<file path="src/rtl/kms_pkg.sv">
package kms_pkg;
    typedef enum logic [1:0] {
        ST_IDLE  = 2'd0,
        ST_DEB   = 2'd1,
        ST_PULSE = 2'd2,
        ST_GAP   = 2'd3
    } scan_st_e;
endpackage

</file>
<file path="src/rtl/kms_sync.sv">
module kms_sync #(
    parameter int   W       = 1,
    parameter int   STAGES  = 2,
    parameter logic RST_VAL = 1'b0
) (
    input  logic         clk,
    input  logic         rst_n,
    input  logic [W-1:0] d_i,
    output logic [W-1:0] q_o
);
    logic [W-1:0] stg_d [STAGES];
    logic [W-1:0] stg_q [STAGES];

    always_comb begin
        stg_d[0] = d_i;
        for (int s = 1; s < STAGES; s++) begin
            stg_d[s] = stg_q[s-1];
        end
    end

    always_ff @(posedge clk or negedge rst_n) begin
        if (!rst_n) begin
            for (int s = 0; s < STAGES; s++) stg_q[s] <= {W{RST_VAL}};
        end else begin
            for (int s = 0; s < STAGES; s++) stg_q[s] <= stg_d[s];
        end
    end

    assign q_o = stg_q[STAGES-1];
endmodule

</file>
<file path="src/rtl/kms_power.sv">
module kms_power (
    input  logic clk,
    input  logic rst_n,
    input  logic key_s_i,
    output logic power_on_o
);
    typedef struct packed {
        logic prev;
        logic on;
    } pwr_t;

    pwr_t pwr_d, pwr_q;

    always_comb begin
        pwr_d      = pwr_q;
        pwr_d.prev = key_s_i;
        if (key_s_i && !pwr_q.prev) pwr_d.on = ~pwr_q.on;
    end

    always_ff @(posedge clk or negedge rst_n) begin
        if (!rst_n) pwr_q <= '0;
        else        pwr_q <= pwr_d;
    end

    assign power_on_o = pwr_q.on;

    // a fresh edge flips the flag on the next edge
    p_power_toggle_r9: assert property (@(posedge clk) disable iff (!rst_n)
        (key_s_i && !pwr_q.prev) |=> (power_on_o != $past(power_on_o)));
    // without a fresh edge the flag holds
    p_power_hold_r9: assert property (@(posedge clk) disable iff (!rst_n)
        !(key_s_i && !pwr_q.prev) |=> $stable(power_on_o));
endmodule

</file>
<file path="src/rtl/kms_scan.sv">
module kms_scan
    import kms_pkg::*;
#(
    parameter int ROWS       = 6,
    parameter int COLS       = 6,
    parameter int PULSE_CYC  = 100000,
    parameter int PERIOD_CYC = 10000000,
    parameter int DEB_CYC    = 200000
) (
    input  logic                                 clk,
    input  logic                                 rst_n,
    input  logic [COLS-1:0]                      col_s_i,
    output logic [ROWS-1:0]                      row_n_o,
    output logic                                 irq_o,
    output logic [$clog2(ROWS*COLS)-1:0]         code_o,
    output logic                                 valid_o,
    output logic                                 release_o
);
    localparam int CODE_W  = $clog2(ROWS*COLS);
    localparam int ROW_W   = $clog2(ROWS);
    localparam int COL_W   = $clog2(COLS);
    localparam int GAP_CYC = PERIOD_CYC - ROWS*PULSE_CYC;
    localparam int MAX_A   = (PULSE_CYC > DEB_CYC) ? PULSE_CYC : DEB_CYC;
    localparam int MAX_CNT = (GAP_CYC > MAX_A) ? GAP_CYC : MAX_A;
    localparam int CNT_W   = $clog2(MAX_CNT + 1);

    typedef struct packed {
        scan_st_e          st;
        logic [CNT_W-1:0]  cnt;
        logic [ROW_W-1:0]  row;
        logic              found;
        logic [CODE_W-1:0] hit_code;
        logic              prev_ok;
        logic [CODE_W-1:0] prev_code;
        logic              reported;
        logic [CODE_W-1:0] code;
        logic              valid;
        logic              rel;
        logic              irq;
    } scan_t;

    scan_t s_d, s_q;

    logic              any_low;
    logic [COL_W-1:0]  first_col;
    logic              hit_now;
    logic [CODE_W-1:0] code_now;
    logic              same_key;

    always_comb begin
        any_low   = ~&col_s_i;
        first_col = '0;
        for (int c = COLS - 1; c >= 0; c--) begin
            if (!col_s_i[c]) first_col = COL_W'(c);
        end
        hit_now  = s_q.found | any_low;
        code_now = s_q.found ? s_q.hit_code
                             : CODE_W'(s_q.row) * CODE_W'(COLS) + CODE_W'(first_col);
        same_key = s_q.prev_ok && (s_q.prev_code == code_now);
    end

    always_comb begin
        s_d       = s_q;
        s_d.valid = 1'b0;
        s_d.rel   = 1'b0;
        s_d.irq   = 1'b0;
        unique case (s_q.st)
            ST_IDLE: begin
                if (any_low) begin
                    s_d.st  = ST_DEB;
                    s_d.cnt = '0;
                end
            end
            ST_DEB: begin
                if (!any_low) begin
                    s_d.st = ST_IDLE;
                end else if (s_q.cnt == CNT_W'(DEB_CYC - 1)) begin
                    s_d.st       = ST_PULSE;
                    s_d.cnt      = '0;
                    s_d.row      = '0;
                    s_d.irq      = 1'b1;
                    s_d.found    = 1'b0;
                    s_d.prev_ok  = 1'b0;
                    s_d.reported = 1'b0;
                end else begin
                    s_d.cnt = s_q.cnt + 1'b1;
                end
            end
            ST_PULSE: begin
                if (s_q.cnt == CNT_W'(PULSE_CYC - 1)) begin
                    s_d.cnt = '0;
                    if (s_q.row == ROW_W'(ROWS - 1)) begin
                        s_d.found = 1'b0;
                        if (hit_now) begin
                            if (same_key && !s_q.reported) begin
                                s_d.valid    = 1'b1;
                                s_d.code     = code_now;
                                s_d.reported = 1'b1;
                            end else if (!same_key) begin
                                s_d.reported = 1'b0;
                            end
                            s_d.prev_ok   = 1'b1;
                            s_d.prev_code = code_now;
                            s_d.st        = ST_GAP;
                        end else begin
                            s_d.rel = 1'b1;
                            s_d.st  = ST_IDLE;
                        end
                    end else begin
                        s_d.row      = s_q.row + 1'b1;
                        s_d.found    = hit_now;
                        s_d.hit_code = code_now;
                    end
                end else begin
                    s_d.cnt = s_q.cnt + 1'b1;
                end
            end
            ST_GAP: begin
                if (s_q.cnt == CNT_W'(GAP_CYC - 1)) begin
                    s_d.st  = ST_PULSE;
                    s_d.cnt = '0;
                    s_d.row = '0;
                end else begin
                    s_d.cnt = s_q.cnt + 1'b1;
                end
            end
            default: s_d.st = ST_IDLE;
        endcase
    end

    always_ff @(posedge clk or negedge rst_n) begin
        if (!rst_n) s_q <= '0;
        else        s_q <= s_d;
    end

    always_comb begin
        unique case (s_q.st)
            ST_PULSE: row_n_o = ~(ROWS'(1) << s_q.row);
            ST_GAP:   row_n_o = '1;
            default:  row_n_o = '0;
        endcase
    end

    assign irq_o     = s_q.irq;
    assign code_o    = s_q.code;
    assign valid_o   = s_q.valid;
    assign release_o = s_q.rel;

    // never more than one row active unless all are (idle)
    p_rows_legal_r3: assert property (@(posedge clk) disable iff (!rst_n)
        ($countones(~row_n_o) <= 1) || (row_n_o == '0));
    // interrupt lasts one cycle and lands on the first row
    p_irq_single_r5: assert property (@(posedge clk) disable iff (!rst_n)
        irq_o |-> (row_n_o == ~ROWS'(1)) ##1 !irq_o);
    // reported code lies inside the matrix
    p_valid_code_range_r6: assert property (@(posedge clk) disable iff (!rst_n)
        valid_o |-> (code_o < CODE_W'(ROWS*COLS)));
    // release never coincides with a report and returns rows low
    p_release_idle_r8: assert property (@(posedge clk) disable iff (!rst_n)
        release_o |-> (!valid_o && (row_n_o == '0)));
endmodule

</file>
<file path="src/rtl/key_matrix_scanner.sv">
module key_matrix_scanner #(
    parameter int ROWS        = 6,
    parameter int COLS        = 6,
    parameter int PULSE_CYC   = 100000,
    parameter int PERIOD_CYC  = 10000000,
    parameter int DEB_CYC     = 200000,
    parameter int SYNC_STAGES = 2
) (
    input  logic                         clk,
    input  logic                         rst_n,
    input  logic [COLS-1:0]              col_n_i,
    input  logic                         pwr_key_i,
    output logic [ROWS-1:0]              row_n_o,
    output logic                         irq_o,
    output logic [$clog2(ROWS*COLS)-1:0] key_code_o,
    output logic                         key_valid_o,
    output logic                         key_release_o,
    output logic                         power_on_o
);
    logic [COLS-1:0] col_s;
    logic            pwr_s;

    kms_sync #(.W(COLS), .STAGES(SYNC_STAGES), .RST_VAL(1'b1)) u_col_sync (
        .clk(clk), .rst_n(rst_n), .d_i(col_n_i), .q_o(col_s)
    );

    kms_sync #(.W(1), .STAGES(SYNC_STAGES), .RST_VAL(1'b0)) u_pwr_sync (
        .clk(clk), .rst_n(rst_n), .d_i(pwr_key_i), .q_o(pwr_s)
    );

    kms_power u_power (
        .clk(clk), .rst_n(rst_n), .key_s_i(pwr_s), .power_on_o(power_on_o)
    );

    kms_scan #(
        .ROWS(ROWS), .COLS(COLS), .PULSE_CYC(PULSE_CYC),
        .PERIOD_CYC(PERIOD_CYC), .DEB_CYC(DEB_CYC)
    ) u_scan (
        .clk(clk), .rst_n(rst_n), .col_s_i(col_s),
        .row_n_o(row_n_o), .irq_o(irq_o), .code_o(key_code_o),
        .valid_o(key_valid_o), .release_o(key_release_o)
    );
endmodule

</file>
<file path="config.mk">
export PLATFORM = sky130hd
export DESIGN_NAME = key_matrix_scanner
export DESIGN_NICKNAME = d
export VERILOG_FILES = /design/src/rtl/kms_pkg.sv /design/src/rtl/kms_sync.sv /design/src/rtl/kms_power.sv /design/src/rtl/kms_scan.sv /design/src/rtl/key_matrix_scanner.sv
export SDC_FILE = /design/constraint.sdc
export NUM_CORES = 1
export LEC_CHECK = 0
export BUFFER_PORTS_ARGS = -buffer_cell sky130_fd_sc_hd__buf_2
export CAP_MARGIN = 5
export CELL_PAD_IN_SITES_DETAIL_PLACEMENT = 0
export CELL_PAD_IN_SITES_GLOBAL_PLACEMENT = 1
export CORE_MARGIN = 5
export CORE_UTILIZATION = 40
export CTS_CLUSTER_DIAMETER = 60
export CTS_CLUSTER_SIZE = 24
export DETAILED_ROUTE_END_ITERATION = 10
export GPL_ROUTABILITY_DRIVEN = 0
export PLACE_DENSITY = 0.71
export RECOVER_POWER = 50
export SLEW_MARGIN = 40
export SYNTH_ARGS = -nofsm -noshare
export SYNTH_HDL_FRONTEND = slang
export SYNTH_SLANG_ARGS = --single-unit
</file>
<file path="constraint.sdc">
create_clock -name clk -period 2.8 [get_ports clk]
set_input_delay 0 -clock clk [delete_from_list [all_inputs] [get_ports clk]]
set_output_delay 0 -clock clk [all_outputs]
set_load 0.02 [all_outputs]
</file>
### Word level (Yosys, flattened, before mapping)

Cells that the tools add are included.

* add/subtract/negate cells: 3
* $mul: 1
* equal/unequal tests: 18
* shift operators: 1
* multiplexer cells: 42
* bitwise operators: 4
* reductions and logical operators: 19

Operators with widths (number)
* case mux 26 bit (4 select lines): 1
* two-way mux 24 bit: 3
* two-way mux 26 bit: 2
* two-way mux 28 bit: 1
* adder 24 x 1 -> 24 bit (second input constant): 1
* equality test 24 x 17 -> 1 bit (second input constant): 1
* equality test 24 x 18 -> 1 bit (second input constant): 1
* equality test 24 bit (second input constant): 1
* two-way mux 3 bit: 8
* AND reduction 6 bit: 3
* two-way mux 16 bit: 1
* two-way mux 15 bit: 1
* two-way mux 2 bit: 7
* two-way mux 6 bit: 2
* case mux 6 bit (2 select lines): 1
* != test 2 x 1 -> 1 bit (second input constant): 5
* AND reduction 5 bit: 2
* two-way mux 1 bit: 9
* case mux 3 bit (3 select lines): 1
* AND reduction 4 bit: 2
* two-way mux 7 bit: 1
* AND reduction 7 bit: 1
* adder 6 x 3 -> 6 bit: 1
* equality test 6 bit: 1
* 21 further kinds: 31

* flip-flop bits (word level): 69
* input port bits: 9
* output and inout port bits: 16
* word-level logic and storage cells: 106

### Logic depth before layout (Yosys ltp)

Gate-level depths: netlist of the first run.

* depth in word-level cells: 16
* mapped depth: 10
* depth with buffers taken out: 10

### Hierarchy

A second synthesis of the first run with hierarchy kept.

* cell total of the unflattened synthesis: 353
* area total of the unflattened synthesis: 3582.2 sq um

Modules (own cells, without submodules)
* kms_scan: times used 1, cells each 335, area an instance 3136.8 sq um, sequential area each 1326.3 sq um
* kms_sync (u_col_sync): times used 1, cells each 12, area an instance 315.3 sq um, sequential area each 315.3 sq um
* kms_power: times used 1, cells each 4, area an instance 80.1 sq um, sequential area each 50.0 sq um
* kms_sync (u_pwr_sync): times used 1, cells each 2, area an instance 50.0 sq um, sequential area each 50.0 sq um

### Worst setup path before layout of the first run

No wires, ideal clock.

* path kind: register -> register
* start point: reg u_scan.s_q[25] (netlist bit)
* end point: reg u_scan.s_q, in the netlist u_scan.code_o[0]
* library setup time: 0.125 ns
* arrival: 2.956 ns
* data required time: 2.675 ns
* slack: -0.280 ns
* stages on the path, launching flop included: 10
* buffers on the path: 0
* period minus slack after synthesis: 3.080 ns
* path through: dfrtp_1 > inv_1 > ha_1 > fa_1 > nor2b_1 > and4_1 > or4_1 > a211oi_1 > nand4_1 > mux2_2

* longest elaborated chain between the ends: 7
* elaborated cells on any way between the ends: 8
* classes of those cells: add/sub (1); mul (1); eq/ne (2); mux (1); reduce/logical (3)

RTL lines
* from (decl): line kms_scan.sv:42 `scan_t s_d, s_q;`
* from (signal assigned): line kms_scan.sv:132 `if (!rst_n) s_q <= '0;`
* from (signal assigned): line kms_scan.sv:133 `else s_q <= s_d;`
* multiplier 3 x 2 -> 5 bit: line kms_scan.sv:58 `: CODE_W'(s_q.row) * CODE_W'(COLS) + CODE_W'(first_col);`
* adder 6 x 3 -> 6 bit: line kms_scan.sv:58
* two-way mux 6 bit: line kms_scan.sv:57 `code_now = s_q.found ? s_q.hit_code`
* equality test 6 bit: line kms_scan.sv:59 `same_key = s_q.prev_ok && (s_q.prev_code == code_now);`
* logical AND 1 bit: line kms_scan.sv:59
* logical AND 1 bit: line kms_scan.sv:95 `if (same_key && !s_q.reported) begin`
* AND reduction 5 bit (no source line) *

Every way passes the cells marked *; elsewhere a longest branch is shown, timed or not.
A chain may end at the register's enable or synchronous reset.

### Worst setup path in the final report of the first run

* start point: reg u_col_sync.stg_q, in the netlist u_col_sync.q_o[2]
* end point: reg u_scan.s_q, in the netlist u_scan.code_o[0]

* longest elaborated chain between the ends: 9
* elaborated cells on any way between the ends: 12
* classes of those cells: add/sub (1); eq/ne (1); mux (4); bitwise (1); reduce/logical (5)

RTL lines
* from (decl): line kms_sync.sv:12 `logic [W-1:0] stg_q [STAGES];`
* two-way mux 3 bit (3 in series): line kms_scan.sv:54 `if (!col_s_i[c]) first_col = COL_W'(c);`
* adder 6 x 3 -> 6 bit: line kms_scan.sv:58
* two-way mux 6 bit: line kms_scan.sv:57
* equality test 6 bit: line kms_scan.sv:59
* logical AND 1 bit: line kms_scan.sv:59
* logical AND 1 bit: line kms_scan.sv:95
* AND reduction 5 bit (no source line)

Parallel ways exist; a longest one is shown, timed or not.

==> implementation parameters, run 1 <==
Parameter                              Value

Outcome
  Result of the run ... finished with violations
  Violated checks ... capacitance limit, slew limit, setup timing

Hold path
  End of the worst hold path ... u_pwr_sync.stg_d[0]
  Start point of the worst min-delay path ... pwr_key_i
  Cell depth of the worst hold path ... 2
  Worst min-delay path class ... input pin to register

Floorplan
  DIE HEIGHT ... between 100 and 150 µm
  Die area ... 11,800 µm²
  Count of standard-cell rows ... 36
  Boundary pin count ... 25
  Die Span X ... between 100 and 150 µm
  Initial Util ... roughly two fifths
  Standard cell core area ... slightly below 10,000 µm²

Logic synthesis
  Post-synthesis async set-or-reset flop share ... 100%
  Total of flip-flops plus latches after synthesis ... between 60 and 70
  Syn_nets ... between 400 and 500
  Post-synthesis instance total ... roughly 400
  Sequential area share after synthesis ... between 40% and 50%
  Cell accounting for the most synthesized area ... dfrtp_1
  EDFF count, synth ... 0
  Synthesized area per cell ... approximately 9.7 µm²
  Synth top area share ... a little under two fifths
  Yosys synthesis warning count ... 0
  Post-synthesis cell type count ... 62
  Most used flip-flop cell after synthesis ... dfrtp_1
  Leading post-synthesis cells by cell area ... dfrtp_1, dfstp_2, ha_1, nand2_1, o21ai_0
  Post-synthesis cell area ... 3880 µm²

Power and ir drop
  Cell Pwr Density ... just under 700 nW/µm²
  Relative contribution of the clock network to total power ... around 28%
  Sequential power share ... 33.7%
  Power, Total ... 0.00333 W
  Switch share ... a little over a third
  Reported net switching power ... around 0.0012 W
  Internal portion of total power ... 0.00212 W
  Leakage component of the power ... approximately 2.2 nW
  VDD IR-drop max ... roughly 0.0003 V
  Comb pwr share ... roughly two fifths

STA
  Fin crit share ... 101%
  Headroom to the max-slew limit ... -54.0%
  Final critical-path setup slack ... -0.0384 ns
  Setup clock skew after layout ... roughly 0.012 ns
  RSZ-0062 raised after global routing ... yes
  Timing-limited maximum frequency ... ~0.35 GHz
  Final min period ... approximately 2.8 ns
  Count of final setup violators ... 4
  Endpoints failing hold ... 0
  Slew at the pin closest to its max-slew limit ... approximately 2.3 ns
  Max-slew violation total from the final report ... 45

Placement
  Placed wire-length estimate after detailed placement ... around 7300 µm
  Count of buffers from port buffering ... 24

Critical path
  Worst reg2reg endpoint ... u_scan.code_o[0]
  Data required time of the critical path ... between 3 and 4 ns
  Type of destination of the critical path ... register
  Type of element launching the critical path ... register
  CP arrival ... 3.08 ns
  Worst-case register-to-register setup slack ... -0.04 ns
  Total number of cells along the worst setup path ... 10
  Length in cells of the worst reg-to-reg path ... 10
  Crit path largest cell delay ... 0.55 ns
  Worst path bufs/invs ... 1
  CP Max Fanout ... 6
  Crit-path cells ... a21oi_2 > ha_2 > fa_2 > nor2b_4 > and4_1 > or4_4 > a211oi_4 > nand4_1 > buf_6 > mux2_4
  Worst setup path category ... register to register
  Cell family with the largest share of critical-path delay ... simple AND/OR/NAND/NOR gates
  Cell with the biggest individual delay on the critical path ... dfstp_2
  Reg-to-Reg Start ... u_col_sync.q_o[2]

Global route
  Global-route wire length before repair ... between 15,000 and 20,000 µm
  Total global routing overflow ... 0
  Antenna violations before repair ... 0
  Total routing resource utilization after global routing ... between 15 and 20%
  Largest net degree at the start of global routing ... 45
  Number of global-route vias before repair ... about 3,300

Cells and area
  Final design utilization ... about half
  Area growth, synth to finish ... 26.2%
  Antenna diode count ... 0
  Final net count ... around 510
  Fraction of final layout cells sized beyond drive strength 1 ... 30.9%

CTS
  Inserted Clock Buffers ... 9
  CTS tree ... built
  CTS HTree Levels ... 3
  Clock Sink Count ... roughly 70
  Buffer levels on the longest clock path ... 2
  Buffer type at the clock tree root ... clkbuf_8
  Post-CTS clock slew at the launch and capture registers of the worst setup and hold paths ... 0.08 ns
  Clock insertion delay at the later pin of the skew report ... 0.36 ns

Route
  Post-DR vias/cell ... about 5.4
  Number of optimization iterations in the first detailed-route pass ... 4
  DRC ... 0
  Antenna violation net count after detailed routing ... 0
  DRC violation total after the first TritonRoute iteration ... approximately 170
  Vias after detailed routing ... approximately 3,300
  Per-cell routed wire length ... between 15 and 20 µm
  Final routed wirelength across all metal layers ... between 10,000 and 15,000 µm

Job
  Max-capacitance violation count ... 1
## synth_stat cells (all sizes together), types with 10 or more instances
master  number
a21oi       15
a22o        10
clkbuf      12
dfrtp       57
dfstp       12
ha          14
inv         20
nand2       41
nand3       20
nand4       15
nor2        19
nor3        19
o21ai       26
## cells in the final DEF (no fill, tap or decap), types with 3 or more instances in the layout
| cell | netlist | routed |
|---|---|---|
| inv_1 | 20 | 18 |
| or4_1 | 5 | 4 |
| a21o_1 | 8 | 8 |
| a21oi_1 | 15 | 13 |
| dlygate4sd3_1 | 0 | 8 |
| mux2_2 | 9 | 7 |
| nand3_1 | 20 | 19 |
| o41ai_1 | 3 | 3 |
| a22o_1 | 9 | 9 |
| xor2_1 | 3 | 3 |
| clkbuf_8 | 1 | 9 |
| nand4_1 | 15 | 15 |
| nor4_1 | 4 | 4 |
| nor3_1 | 19 | 19 |
| o31ai_1 | 6 | 5 |
| dfstp_2 | 12 | 12 |
| clkbuf_1 | 10 | 4 |
| a31oi_1 | 6 | 5 |
| o21ai_0 | 23 | 23 |
| ha_1 | 14 | 11 |
| or2_2 | 7 | 7 |
| buf_4 | 6 | 53 |
| nor2_1 | 19 | 19 |
| buf_2 | 1 | 22 |
| and2_1 | 4 | 4 |
| xnor2_1 | 5 | 4 |
| and3_1 | 5 | 5 |
| mux2i_1 | 7 | 6 |
| nand2_1 | 41 | 40 |
| dfrtp_1 | 57 | 57 |
| or3_1 | 4 | 4 |
## layout make-up
class | count | area (µm²)
Clock buffer | 12 | 178
Clock inverter | 4 | 52.6
Fill cell | 917 | 4740
Inverter | 20 | 75.1
Multi-Input combinational cell | 292 | 2060
Sequential cell | 69 | 1740
Tap cell | 133 | 166
Timing Repair Buffer | 89 | 627
## worst register-to-register path: stages (launching register included)
cell	delay (ns)
dfstp_2	0.55
a21oi_2	0.06
ha_2	0.19
fa_2	0.35
nor2b_4	0.14
and4_1	0.19
or4_4	0.44
a211oi_4	0.23
nand4_1	0.14
buf_6	0.16
mux2_4	0.29
## power by group through the flow
| stage | registers, W | clock network [W] | logic, W |
|---|---|---|---|
| 6_report | 0.00112 | 0.000924 | 0.00128 |
| 5_1_grt | 0.00114 | 0.000988 | 0.00140 |
| 4_1_cts | 0.00112 | 0.000952 | 0.00123 |
| 3_5_place_dp | 0.00114 | 0 | 0.00120 |
| 3_3_place_gp | 0.00114 | 0 | 0.00120 |
| 2_1_floorplan | 0.00112 | 0 | 0.000811 |
## stage by stage
step | std cells | hold WS (ns) | worst slack, ns | area, µm² | TNS (ns)
floorplan | 402 | -0.296 | -0.148 | 3920 | -0.426
detailed placement | 588 | 0.0375 | -0.0400 | 4450 | -0.100
finish | 619 | 0.296 | -0.0384 | 4900 | -0.104
global placement | 588 | 0.0330 | 0.00241 | 4450 | 0
global route | 619 | 0.282 | -0.149 | 4900 | -3.81
CTS | 614 | 0.193 | 0.00109 | 4810 | 0
## routing by layer
layer | global-route usage (%) | vias to the layer above | share of wire (%)
met5 | 0 | - | 0
li1 | - | 1626 | -
met2 | 29.4 | 69 | 47
met3 | 3.04 | 13 | 3.8
met1 | 24.7 | 1609 | 48
met4 | 5.41 | 0 | 1.2
## how the worst max path moves through the flow
stage | startpoint | endpoint | slack [ns]
4_1_cts | u_col_sync.q_o[2] | u_scan.code_o[0] | 0.001
5_1_grt | u_col_sync.q_o[0] | u_scan.code_o[0] | -0.15
2_1_floorplan | u_scan.s_q[24] | u_scan.code_o[0] | -0.15
3_5_place_dp | u_col_sync.q_o[0] | u_scan.code_o[0] | -0.04
6_report | u_col_sync.q_o[2] | u_scan.code_o[0] | -0.04
3_3_place_gp | u_col_sync.q_o[2] | u_scan.code_o[0] | 0.002
## cells by family (layout without fill, tap and decap cells)
family,Yosys count,in the layout,share of synthesized area (%)
AO/OA/AOI/OAI,96,96,17.2
XOR/XNOR,8,8,1.81
adder cells (fa/ha/maj),16,16,5.54
buffers and inverters,41,125,5.25
flip-flops,69,69,44.9
multiplexers,16,16,4.42
AND/OR/NAND/NOR,156,156,20.9
## registers in the layout, indices dropped and copies added (netlist names)
signal and count:
u_scan.irq_o 1, u_scan.s_q 44, u_power.pwr_q 1, u_pwr_sync.stg_d 1
u_power.power_on_o 1, u_col_sync.stg_d 6, u_scan.release_o 1, u_col_sync.q_o 6
u_scan.valid_o 1, u_scan.code_o 6, u_pwr_sync.q_o 1
## repair_timing
item / CTS / global route
setup buffers: 2 / 5
pin swaps: 2 / 5
resized for setup: 8 / 11
setup endpoints to repair: 4 / 27
hold buffers: 8 / 0
hold endpoints to repair: 64 / 0
Note: power is estimated with default switching activity, not from simulation.
==> inputs of run 2 (changes only) <==
CORE_UTILIZATION = 43   (was 40)
PLACE_DENSITY = 0.75   (was 0.71)
TNS_END_PERCENT = 5   (was not set)
==> implementation parameters, run 2 (synthesis results as in run 1) <==
Parameter                              Value

Placement
  Count of placed standard cells including taps ... 560 (-4.8%)
  Placed wire-length estimate after detailed placement ... 7340 µm (+0.34%)
  Count of buffers from port buffering ... 24 (unchanged)
  Post-detailed-placement cell area ... 4390 µm² (-1.3%)

Global route
  Total global routing overflow ... 0 (unchanged)
  Antenna violations before repair ... 0 (unchanged)
  Total routing resource utilization after global routing ... 19.0% (+0.94 points)
  Global routing usage on met2 ... 30.8% (+1.3 points)
  Number of global-route vias before repair ... 3,438 (+5.0%)
  Largest net degree at the start of global routing ... 45 (unchanged)
  Global-route wire length before repair ... 17,100 µm (+3.6%)
  Met1 GRT Util ... 25.6% (+0.88 points)
  GRT met3 Usage ... 3.95% (+0.90 points)
  Most utilized layer in the global route result ... met2

Cells and area
  Final net count ... 505 (-0.20%)
  Fraction of final layout cells sized beyond drive strength 1 ... 30.3% (-0.55 points)
  Max FFs per register ... 44 (unchanged)
  Antenna diode count ... 0 (unchanged)
  Area growth, synth to finish ... 24.7%
  Largest Register ... u_scan.s_q
  Commonest non-fill, non-tap cells in the layout ... dfrtp_1, buf_4, nand2_1
  Commonest non-fill, non-tap cell in the layout ... dfrtp_1
  Final design area excluding fillers ... 4840 µm² (-1.2%)
  Non-filler cells, final ... 593 (-4.2%)

STA
  Slew at the pin closest to its max-slew limit ... 1.31 ns (-1.00 ns)
  Endpoints failing hold ... 0 (unchanged)
  Count of final setup violators ... 6 (+2)
  Timing-limited maximum frequency ... 0.345 GHz (-2.2%)
  Final min period ... 2.90 ns (+0.0626 ns)
  Max-slew violation total from the final report ... 0 (-100%)
  Setup clock skew after layout ... 0.0134 ns (+0.000915 ns)
  Headroom to the max-slew limit ... 12.7% (+67 points)
  Final critical-path setup slack ... -0.101 ns (-0.0626 ns)
  Post-route setup TNS ... -0.462 ns (-0.358 ns)
  Fin crit share ... 104% (+2.2 points)
  RSZ-0062 raised after global routing ... yes

Route
  DRC violation total after the first TritonRoute iteration ... 181 (+7.7%)
  DRC ... 0 (unchanged)
  Per-cell routed wire length ... 17.0 µm (+4.4%)
  Vias after detailed routing ... 3,349 (+0.96%)
  Number of optimization iterations in the first detailed-route pass ... 4 (unchanged)
  Antenna violation net count after detailed routing ... 0 (unchanged)
  Post-DR vias/cell ... 5.65 (+5.4%)
  Final routed wirelength across all metal layers ... 10,100 µm (unchanged)

CTS
  CTS tree ... built
  Clock insertion delay at the later pin of the skew report ... 0.35 ns (about the same)
  CTS HTree Levels ... 3 (unchanged)
  Clock Sink Count ... 69 (unchanged)
  Post-CTS clock slew at the launch and capture registers of the worst setup and hold paths ... 0.08 ns (about the same)
  Inserted Clock Buffers ... 9 (unchanged)
  Buffer levels on the longest clock path ... 2 (unchanged)
  Buffer type at the clock tree root ... clkbuf_8

Floorplan
  Initial Util ... 44.3% (+4.0 points)
  Die Span X ... 105 µm (-3.2%)
  Boundary pin count ... 25 (unchanged)
  DIE HEIGHT ... 105 µm (-3.2%)
  Count of standard-cell rows ... 34 (-5.6%)
  Die area ... 11,000 µm² (-6.3%)
  Standard cell core area ... 8760 µm² (-9.1%)

Power and ir drop
  VDD IR-drop max ... 0.000301 V (+1.1%)
  Power, Total ... 0.00320 W (-4.0%)
  Leakage component of the power ... 2.17 nW (-0.36%)
  Cell Pwr Density ... 661 nW/µm² (-2.8%)

Hold path
  Worst min-delay path class ... input pin to register

Critical path
  Type of destination of the critical path ... register
  Data required time of the critical path ... 3.04 ns (about the same)
  CP arrival ... 3.15 ns (+0.07 ns)
  Worst setup path category ... register to register
  Type of element launching the critical path ... register
  CP Max Fanout ... 5 (-1)

Outcome
  Result of the run ... finished with violations
  Violated checks ... setup timing

Job
  Max-capacitance violation count ... 0 (-1)
## run 2: cell type report
type / count / area (µm²)
Fill cell: 809 / 3920
Multi-Input combinational cell: 292 / 2040
Sequential cell: 69 / 1740
Timing Repair Buffer: 88 / 639
Clock buffer: 12 / 178
Tap cell: 108 / 135
Inverter: 20 / 80.1
Clock inverter: 4 / 28.8
## run 2: metal layers
metal	wire, µm	up-vias
li1	-	1623
met1	4540	1636
met2	4950	80
met3	513	10
met4	103	0
met5	0	-
## run 2: final timing paths
| kind | startpoint | endpoint | slack [ns] | cells after the start |
|---|---|---|---|---|
| hold / removal | pwr_key_i | u_pwr_sync.stg_d[0] | 0.29 | 2 |
| min in group asynchronous | rst_n | u_scan.s_q[51] | 0.53 | 3 |
| max in group asynchronous | rst_n | u_scan.s_q[29] | 1.40 | 3 |
| setup / recovery | u_scan.s_q[24] | u_scan.code_o[0] | -0.10 | 11 |
| hold reg to reg | u_col_sync.stg_d[1] | u_col_sync.q_o[1] | 0.36 | 0 |
| setup reg to reg | u_scan.s_q[24] | u_scan.code_o[0] | -0.10 | 11 |
## run 2: metrics by stage
stage / utilization [%] / setup WS (ns) / hold slack, ns
6_report: 55.2 / -0.101 / 0.291
3_3_place_gp: 50.1 / -0.0925 / -0.198
3_5_place_dp: 50.1 / -0.149 / -0.198
2_1_floorplan: - / -0.158 / -0.296
5_1_grt: 55.2 / -0.222 / 0.282
4_1_cts: 54.7 / -0.0624 / 0.190
## run 2: report_power, final
group | leakage, nW | total, W | internal (W) | switching (W)
registers | 0.906 | 0.00113 | 0.00106 | 0.0000728
logic | 1.16 | 0.00124 | 0.000514 | 0.000722
clock network | 0.0989 | 0.000835 | 0.000430 | 0.000405
## run 2: critical path: stages (launching register included)
cell and delay (ns):
dfrtp_1 0.42, buf_6 0.14, inv_4 0.05, ha_4 0.20, fa_2 0.40, nor2b_4 0.14
and4_1 0.15, or4_4 0.44, a211oi_4 0.22, nand4_1 0.17, buf_6 0.17, mux2_4 0.28
## run 2: timing repair
action                                  4_1_cts  5_1_grt
endpoints found under the setup margin        6       26
setup buffers                                 8        0
resized for setup                            14       10
hold buffers                                  9        0
pin swaps                                     7        8
hold endpoints to repair                     64        0
